<file path="src/rtl/dma_regs_pkg.sv">
package dma_regs_pkg;
  localparam int unsigned DEF_NCH   = 4;
  localparam int unsigned DEF_AW    = 16;
  localparam int unsigned DEF_CW    = 14;
  localparam int unsigned DEF_TW    = 2;
  localparam int unsigned DEF_MK    = 7;
  localparam int unsigned DEF_SELW  = 4;
  localparam int unsigned DEF_DST   = 2;
  localparam int unsigned DEF_SRC   = 3;
endpackage

</file>
<file path="src/rtl/dma_byte_flip.sv">
module dma_byte_flip (
  input  logic clk,
  input  logic rst_n,
  input  logic flip,
  input  logic to_low,
  output logic hi_sel
);
  always_ff @(posedge clk) begin
    if (!rst_n)      hi_sel <= 1'b0;
    else if (to_low) hi_sel <= 1'b0;
    else if (flip)   hi_sel <= ~hi_sel;
  end

  p_flip_r2: assert property (@(posedge clk) disable iff (!rst_n)
    (flip && !to_low) |=> (hi_sel != $past(hi_sel)));
  p_mode_low_r2: assert property (@(posedge clk) disable iff (!rst_n)
    to_low |=> !hi_sel);
endmodule

</file>
<file path="src/rtl/dma_chan_reg.sv">
module dma_chan_reg #(
  parameter int unsigned AW = dma_regs_pkg::DEF_AW,
  parameter int unsigned CW = dma_regs_pkg::DEF_CW,
  parameter int unsigned TW = dma_regs_pkg::DEF_TW,
  parameter int unsigned MK = dma_regs_pkg::DEF_MK,
  localparam int unsigned RW = CW + TW
) (
  input  logic          clk,
  input  logic          rst_n,
  input  logic          wr_addr,
  input  logic          wr_cnt,
  input  logic          wr_hi,
  input  logic [7:0]    wdata,
  input  logic          step,
  input  logic          load,
  input  logic [AW-1:0] load_addr,
  input  logic [RW-1:0] load_cnt,
  output logic [AW-1:0] addr_q,
  output logic [RW-1:0] cnt_q,
  output logic          at_zero,
  output logic          mark_q
);
  logic [MK-1:0] prog_q;
  logic [CW-1:0] count;

  assign count   = cnt_q[CW-1:0];
  assign at_zero = (count == '0);

  always_ff @(posedge clk) begin
    if (!rst_n) begin
      addr_q <= '0;
      cnt_q  <= '0;
      prog_q <= '0;
      mark_q <= 1'b0;
    end else begin
      mark_q <= 1'b0;
      if (load) begin
        addr_q <= load_addr;
        cnt_q  <= load_cnt;
        prog_q <= '0;
      end else begin
        if (wr_addr) begin
          if (wr_hi) addr_q[AW-1:8] <= wdata[AW-9:0];
          else       addr_q[7:0]    <= wdata;
        end else if (step) begin
          addr_q <= addr_q + 1'b1;
        end
        if (wr_cnt) begin
          if (wr_hi) cnt_q[RW-1:8] <= wdata[RW-9:0];
          else       cnt_q[7:0]    <= wdata;
          prog_q <= '0;
        end else if (step) begin
          if (!at_zero) cnt_q[CW-1:0] <= count - 1'b1;
          prog_q <= prog_q + 1'b1;
          mark_q <= &prog_q;
        end
      end
    end
  end

  p_cnt_step_r4: assert property (@(posedge clk) disable iff (!rst_n)
    (step && !at_zero && !wr_cnt && !load) |=>
      (cnt_q[CW-1:0] == CW'($past(cnt_q[CW-1:0]) - 1'b1)));
  p_addr_step_r4: assert property (@(posedge clk) disable iff (!rst_n)
    (step && !wr_addr && !load) |=> (addr_q == AW'($past(addr_q) + 1'b1)));
  p_cnt_hold_r5: assert property (@(posedge clk) disable iff (!rst_n)
    (step && at_zero && !wr_cnt && !load) |=> at_zero);
  p_load_copy_r8: assert property (@(posedge clk) disable iff (!rst_n)
    load |=> (addr_q == $past(load_addr) && cnt_q == $past(load_cnt)));
  p_mark_one_r10: assert property (@(posedge clk) disable iff (!rst_n)
    mark_q |=> !mark_q);
endmodule

</file>
<file path="src/rtl/dma_stat_reg.sv">
module dma_stat_reg #(
  parameter int unsigned NCH = dma_regs_pkg::DEF_NCH
) (
  input  logic           clk,
  input  logic           rst_n,
  input  logic [NCH-1:0] tc_evt,
  input  logic           rd_clr,
  input  logic           upd_set,
  input  logic           upd_clr,
  output logic [NCH:0]   stat
);
  logic [NCH-1:0] tc_q;
  logic           upd_q;

  always_ff @(posedge clk) begin
    if (!rst_n) begin
      tc_q  <= '0;
      upd_q <= 1'b0;
    end else begin
      tc_q <= (rd_clr ? '0 : tc_q) | tc_evt;
      if (upd_set)      upd_q <= 1'b1;
      else if (upd_clr) upd_q <= 1'b0;
    end
  end

  assign stat = {upd_q, tc_q};

  p_tc_set_r5: assert property (@(posedge clk) disable iff (!rst_n)
    (|tc_evt) |=> ((stat[NCH-1:0] & $past(tc_evt)) == $past(tc_evt)));
  p_tc_sticky_r6: assert property (@(posedge clk) disable iff (!rst_n)
    !rd_clr |=> ((stat[NCH-1:0] & $past(stat[NCH-1:0])) == $past(stat[NCH-1:0])));
  p_upd_set_r8: assert property (@(posedge clk) disable iff (!rst_n)
    upd_set |=> stat[NCH]);
  p_upd_clr_r9: assert property (@(posedge clk) disable iff (!rst_n)
    (upd_clr && !upd_set) |=> !stat[NCH]);
endmodule

</file>
<file path="src/rtl/dma_chan_regs.sv">
module dma_chan_regs #(
  parameter int unsigned NCH     = dma_regs_pkg::DEF_NCH,
  parameter int unsigned AW      = dma_regs_pkg::DEF_AW,
  parameter int unsigned CW      = dma_regs_pkg::DEF_CW,
  parameter int unsigned TW      = dma_regs_pkg::DEF_TW,
  parameter int unsigned MK      = dma_regs_pkg::DEF_MK,
  parameter int unsigned SELW    = dma_regs_pkg::DEF_SELW,
  parameter int unsigned RLD_DST = dma_regs_pkg::DEF_DST,
  parameter int unsigned RLD_SRC = dma_regs_pkg::DEF_SRC
) (
  input  logic            clk,
  input  logic            rst_n,
  input  logic            bus_wr,
  input  logic            bus_rd,
  input  logic [SELW-1:0] bus_sel,
  input  logic [7:0]      bus_wdata,
  output logic [7:0]      bus_rdata,
  input  logic [NCH-1:0]  xfer_done,
  output logic [NCH-1:0]  chan_en,
  output logic [NCH-1:0]  tc_out,
  output logic [NCH-1:0]  mark_out
);
  localparam int unsigned RW   = CW + TW;
  localparam int unsigned IDXW = SELW - 1;
  localparam logic [SELW-1:0] MODE_SEL = SELW'(2 * NCH);

  logic [NCH:0]    mode_q;
  logic            chain_on;
  logic [NCH-1:0]  en;
  logic            mode_sel, is_ch, is_cnt, mode_wr, hi_sel;
  logic [IDXW-1:0] ch_idx;
  logic [NCH-1:0]  at_zero, step, tc_evt, load_v, kill;
  logic [AW-1:0]   addr_arr [NCH];
  logic [RW-1:0]   cnt_arr  [NCH];
  logic [NCH:0]    stat;
  logic [AW-1:0]   rd_word;

  assign chain_on = mode_q[NCH];
  assign en       = mode_q[NCH-1:0];
  assign mode_sel = (bus_sel == MODE_SEL);
  assign is_ch    = (bus_sel < MODE_SEL);
  assign is_cnt   = bus_sel[0];
  assign ch_idx   = bus_sel[SELW-1:1];
  assign mode_wr  = bus_wr && mode_sel;

  dma_byte_flip u_flip (
    .clk    (clk),
    .rst_n  (rst_n),
    .flip   (is_ch && (bus_wr || bus_rd)),
    .to_low (mode_wr),
    .hi_sel (hi_sel)
  );

  for (genvar i = 0; i < NCH; i++) begin : g_ch
    localparam bit IS_SRC = (i == RLD_SRC);
    localparam bit IS_DST = (i == RLD_DST);
    logic hit;

    assign hit = bus_wr && is_ch &&
                 ((ch_idx == IDXW'(i)) ||
                  (IS_SRC && chain_on && ch_idx == IDXW'(RLD_DST)));
    assign step[i]   = xfer_done[i] && en[i];
    assign tc_evt[i] = step[i] && at_zero[i];
    assign load_v[i] = IS_DST && chain_on && tc_evt[i];
    assign kill[i]   = tc_evt[i] && !load_v[i];

    dma_chan_reg #(.AW(AW), .CW(CW), .TW(TW), .MK(MK)) u_reg (
      .clk       (clk),
      .rst_n     (rst_n),
      .wr_addr   (hit && !is_cnt),
      .wr_cnt    (hit && is_cnt),
      .wr_hi     (hi_sel),
      .wdata     (bus_wdata),
      .step      (step[i]),
      .load      (load_v[i]),
      .load_addr (addr_arr[RLD_SRC]),
      .load_cnt  (cnt_arr[RLD_SRC]),
      .addr_q    (addr_arr[i]),
      .cnt_q     (cnt_arr[i]),
      .at_zero   (at_zero[i]),
      .mark_q    (mark_out[i])
    );

    assign tc_out[i] = en[i] && at_zero[i];

    p_tc_stop_r5: assert property (@(posedge clk) disable iff (!rst_n)
      (tc_evt[i] && !load_v[i] && !mode_wr) |=> !chan_en[i]);
    p_idle_r4: assert property (@(posedge clk) disable iff (!rst_n)
      (!en[i] && !hit) |=> $stable(addr_arr[i]));
  end

  always_ff @(posedge clk) begin
    if (!rst_n)       mode_q <= '0;
    else if (mode_wr) mode_q <= bus_wdata[NCH:0];
    else              mode_q[NCH-1:0] <= en & ~kill;
  end

  dma_stat_reg #(.NCH(NCH)) u_stat (
    .clk     (clk),
    .rst_n   (rst_n),
    .tc_evt  (tc_evt),
    .rd_clr  (bus_rd && mode_sel),
    .upd_set (load_v[RLD_DST]),
    .upd_clr (step[RLD_DST]),
    .stat    (stat)
  );

  always_comb begin
    rd_word = '0;
    for (int k = 0; k < NCH; k++) begin
      if (ch_idx == IDXW'(k)) rd_word = is_cnt ? AW'(cnt_arr[k]) : addr_arr[k];
    end
  end

  always_comb begin
    if (mode_sel)   bus_rdata = {{(7 - NCH){1'b0}}, stat};
    else if (is_ch) bus_rdata = hi_sel ? rd_word[AW-1:8] : rd_word[7:0];
    else            bus_rdata = '0;
  end

  assign chan_en = en;

  p_reload_run_r8: assert property (@(posedge clk) disable iff (!rst_n)
    (load_v[RLD_DST] && !mode_wr) |=> chan_en[RLD_DST]);
  p_mirror_r7: assert property (@(posedge clk) disable iff (!rst_n)
    (bus_wr && is_ch && !is_cnt && !hi_sel && chain_on &&
     ch_idx == IDXW'(RLD_DST) && !load_v[RLD_SRC]) |=>
      (addr_arr[RLD_SRC][7:0] == $past(bus_wdata)));
endmodule

</file>
<file path="config.mk">
export PLATFORM = sky130hd
export DESIGN_NAME = dma_chan_regs
export DESIGN_NICKNAME = d
export VERILOG_FILES = /design/src/rtl/dma_regs_pkg.sv /design/src/rtl/dma_byte_flip.sv /design/src/rtl/dma_chan_reg.sv /design/src/rtl/dma_stat_reg.sv /design/src/rtl/dma_chan_regs.sv
export SDC_FILE = /design/constraint.sdc
export NUM_CORES = 1
export LEC_CHECK = 0
export BUFFER_PORTS_ARGS = -buffer_cell sky130_fd_sc_hd__buf_2
export CORE_MARGIN = 3
export CORE_UTILIZATION = 25
export DETAILED_ROUTE_END_ITERATION = 8
export GPL_TIMING_DRIVEN = 0
export MAX_ROUTING_LAYER = met4
export PLACE_DENSITY = 0.48
export SLEW_MARGIN = 0
export SYNTH_ARGS = -nofsm -noshare
export SYNTH_HDL_FRONTEND = slang
export SYNTH_HIERARCHICAL = 1
export SYNTH_SLANG_ARGS = --single-unit
</file>
<file path="constraint.sdc">
create_clock -name clk -period 5.5 [get_ports clk]
set_input_delay 0.55 -clock clk [delete_from_list [all_inputs] [get_ports clk]]
set_output_delay 0.55 -clock clk [all_outputs]
set_load 0.05 [all_outputs]
</file>
==> flow_summary.json <==
{
  "port_buffers": 38,
  "utilization_pct": 28.7,
  "drc": 0,
  "worstSetupPathType": "flop to flop",
  "root_buffer": "clkbuf_16",
  "synth_warnings": 6,
  "syn_inst": 1618,
  "synth_seq_area_share_pct": 27.5,
  "finalSetupViolations": 0,
  "p_leak_nw": 4.92,
  "num_vias": 13700,
  "routedWlPerCell_um": 24.6,
  "rows": 81,
  "grt_start_max_net_pins": 31,
  "cts_sinks": 171,
  "hold_violations": 0,
  "start_kind": "flop",
  "gr-usage-met2_pct": 32.9,
  "synthMuxAreaShare_pct": 7.60,
  "yosys.area.top_type": "dfxtp_1",
  "cap_violations": 0,
  "synth_xor_area_share_pct": 2.04,
  "met1_usage_pct": 28.6,
  "ant_nets": 0,
  "cts_tree": "built",
  "placed_cell_area_um2": 13500,
  "slew_violations": 0,
  "fin_total_pwr_mw": 3.47,
  "fin_area_um2": 14100,
  "cp_slowest_cell": "or4_4",
  "end_kind": "flop",
  "outcome": "completed",
  "synth_commonest_cells": "171 x dfxtp_1, 171 x nand2_1, 147 x nor2_1, 140 x a21oi_1, 89 x o21ai_0",
  "max-vdd-ir-drop_uv": 198,
  "synth-adder-area-share_pct": 1.21,
  "synth_area_leaders": "dfxtp_1 28%, a21oi_1 5.6%, nand2_1 5.2%",
  "clockBufferDepth": 2,
  "dr.pass1.iters": 6,
  "async_flop_share_pct": 0,
  "hold_path_class": "primary input to flop",
  "crit_top_cell": "inv_1",
  "postCtsHoldBufs": 0,
  "cts-htree-levels": 4,
  "ys_types": 84,
  "critPathMaxStageDelay_ns": 0.61,
  "coreArea_um2": 49100,
  "arrival_ns": 4.75,
  "cp_num_buf_inv": 7,
  "avgSynthCellArea_um2": 7.69,
  "netlist_area_um2": 12400,
  "io_pins": 40,
  "via_per_inst": 5.81,
  "finalClockSkew_ns": 0.0130,
  "busiest_layer": "met2",
  "worstMarginPinSlew_ns": 1.30,
  "grt_pass1_vias": 13000,
  "synth_edf_count": 0,
  "grt_use_total_pct": 22.2,
  "path_cells": "inv_1 -> ha_1 -> or3b_1 -> buf_2 -> or4_4 -> inv_1 -> and2_1 -> nand2_1 -> inv_1 -> and2_1 -> clkbuf_1 -> clkbuf_1 -> buf_1 -> a21oi_1 -> a211oi_1",
  "hpwl_um": 40800,
  "diodes": 0,
  "period_minus_slack_ns": 4.37,
  "synth_top_area_share_pct": 27.5,
  "ys.flop_type": "dfxtp_1",
  "synth_compound_area_share_pct": 30.6,
  "worstPathRequired_ns": 5.88,
  "synth-simple-area-share_pct": 24.2,
  "path_delay_family": "buffers and inverters",
  "antenna_found_initial": 0,
  "fp.dieW_um": 229,
  "area_growth_pct": 13.2,
  "rsz0062_at_grt": "no",
  "grt_pass1_wl_um": 85600,
  "drt_wl_total_um": 57900,
  "die_h_um": 229,
  "ctsResizeCount": 0,
  "clk_pin_slew_ns": 0.08,
  "slew_headroom_pct": 12.9,
  "fmax_ghz": 0.229,
  "synth_top_family_by_area": "compound AO/OA/AOI/OAI gates",
  "post_cts_buffers": 0,
  "fin_nets": 1713,
  "cp_max_fo": 10,
  "initial_utilization_pct": 25.4,
  "gp_congestion": 0.975,
  "clk_latency_ns": 0.47,
  "overflow": 0,
  "synth_seq_cells": 171,
  "use_met3_pct": 4.04,
  "drt-initial-drc-count": 1632,
  "numCtsBuffers": 17,
  "drive_above_1_share_pct": 10.3,
  "fin_crit_sh_pct": 79.4,
  "setup_tns_ns": 0,
  "p_per_area_nw_per_um2": 247,
  "die_area_um2": 52500
}
## registers in the layout, indices dropped and copies added (netlist names)
signal	cells
g_ch.u_reg/addr_q	64
u_stat/upd_q	1
mode_q	5
u_stat/tc_q	4
u_flip/hi_sel	1
g_ch.u_reg/cnt_q	64
g_ch.u_reg/prog_q	28
g_ch.u_reg/mark_q	4
## layout by cell type (no fill, tap or decap), types with 11 or more instances in the layout
cell type / Yosys / layout
a211oi_1: 43 / 43
a21oi_1: 140 / 140
a221oi_1: 14 / 14
a22oi_1: 14 / 14
a311oi_1: 17 / 17
and2_1: 15 / 15
and3_1: 16 / 16
buf_2: 8 / 46
clkbuf_1: 86 / 86
clkbuf_16: 0 / 17
dfxtp_1: 171 / 170
ha_1: 12 / 12
inv_1: 48 / 48
mux2_2: 11 / 11
mux2i_1: 57 / 57
nand2_1: 171 / 171
nand2b_1: 15 / 15
nand3_1: 48 / 48
nand4_1: 20 / 20
nor2_1: 147 / 147
nor2b_1: 19 / 19
nor3_1: 37 / 37
nor4_1: 20 / 20
o211ai_1: 24 / 24
o21a_1: 25 / 25
o21ai_0: 89 / 89
o22ai_1: 18 / 18
o31a_1: 12 / 12
o31ai_1: 12 / 12
o32ai_1: 20 / 20
or3_1: 29 / 29
xnor2_1: 13 / 13
xor2_1: 16 / 16
## area by class of cell
type,count,area [um2]
fill,5397,35000
clock buffer,23,508
sequential,171,3420
buffer,128,658
inverter,51,193
tap,664,831
timing repair buffer,38,190
multi-input combinational,1274,8190
clock inverter,9,86.3
## cell families after synthesis
kind of cell | Yosys count
other | 1
DFF | 171
buffers and inverters | 179
xor gates and xnor gates | 29
AOI/OAI and AO/OA | 545
and+or+nand+nor | 603
muxes | 78
adders and majority gates | 12
## tightest hold or removal path: stages
cell     delay [ns]
buf_2          0.09
nand2_1        0.06
inv_1          0.07
o21a_1         0.12
## metal layers
metal	vias to the layer above	share of wire, %
met5	-	0
met4	0	6.0
met3	155	8.5
met2	757	43
met1	6592	43
li1	6191	-
## worst paths after layout
kind / startpoint / to / slack, ns / cells past startpoint
max: g_ch[2].u_reg/cnt_q[1] / g_ch[2].u_reg/addr_q[12] / 1.13 / 15
max reg2reg: g_ch[2].u_reg/cnt_q[1] / g_ch[2].u_reg/addr_q[12] / 1.13 / 15
min: xfer_done[2] / u_stat/tc_q[2] / 0.45 / 4
min reg2reg: g_ch[2].u_reg/cnt_q[15] / g_ch[2].u_reg/cnt_q[15] / 0.49 / 2
## per-stage QoR
stage,setup WS (ns),hold slack (ns),instances
2_1_floorplan,1.72,0.444,1624
3_3_place_gp,1.16,0.465,2326
3_5_place_dp,1.17,0.479,2326
4_1_cts,1.15,0.434,2358
5_1_grt,0.862,0.485,2358
6_report,1.13,0.450,2358
## power by group
part	switching [mW]	leakage [nW]	internal, mW	total (mW)
clock network	0.578	0.291	0.696	1.27
registers	0.169	1.39	1.29	1.46
logic	0.462	3.23	0.272	0.734
(Power assumes the default switching activity.)
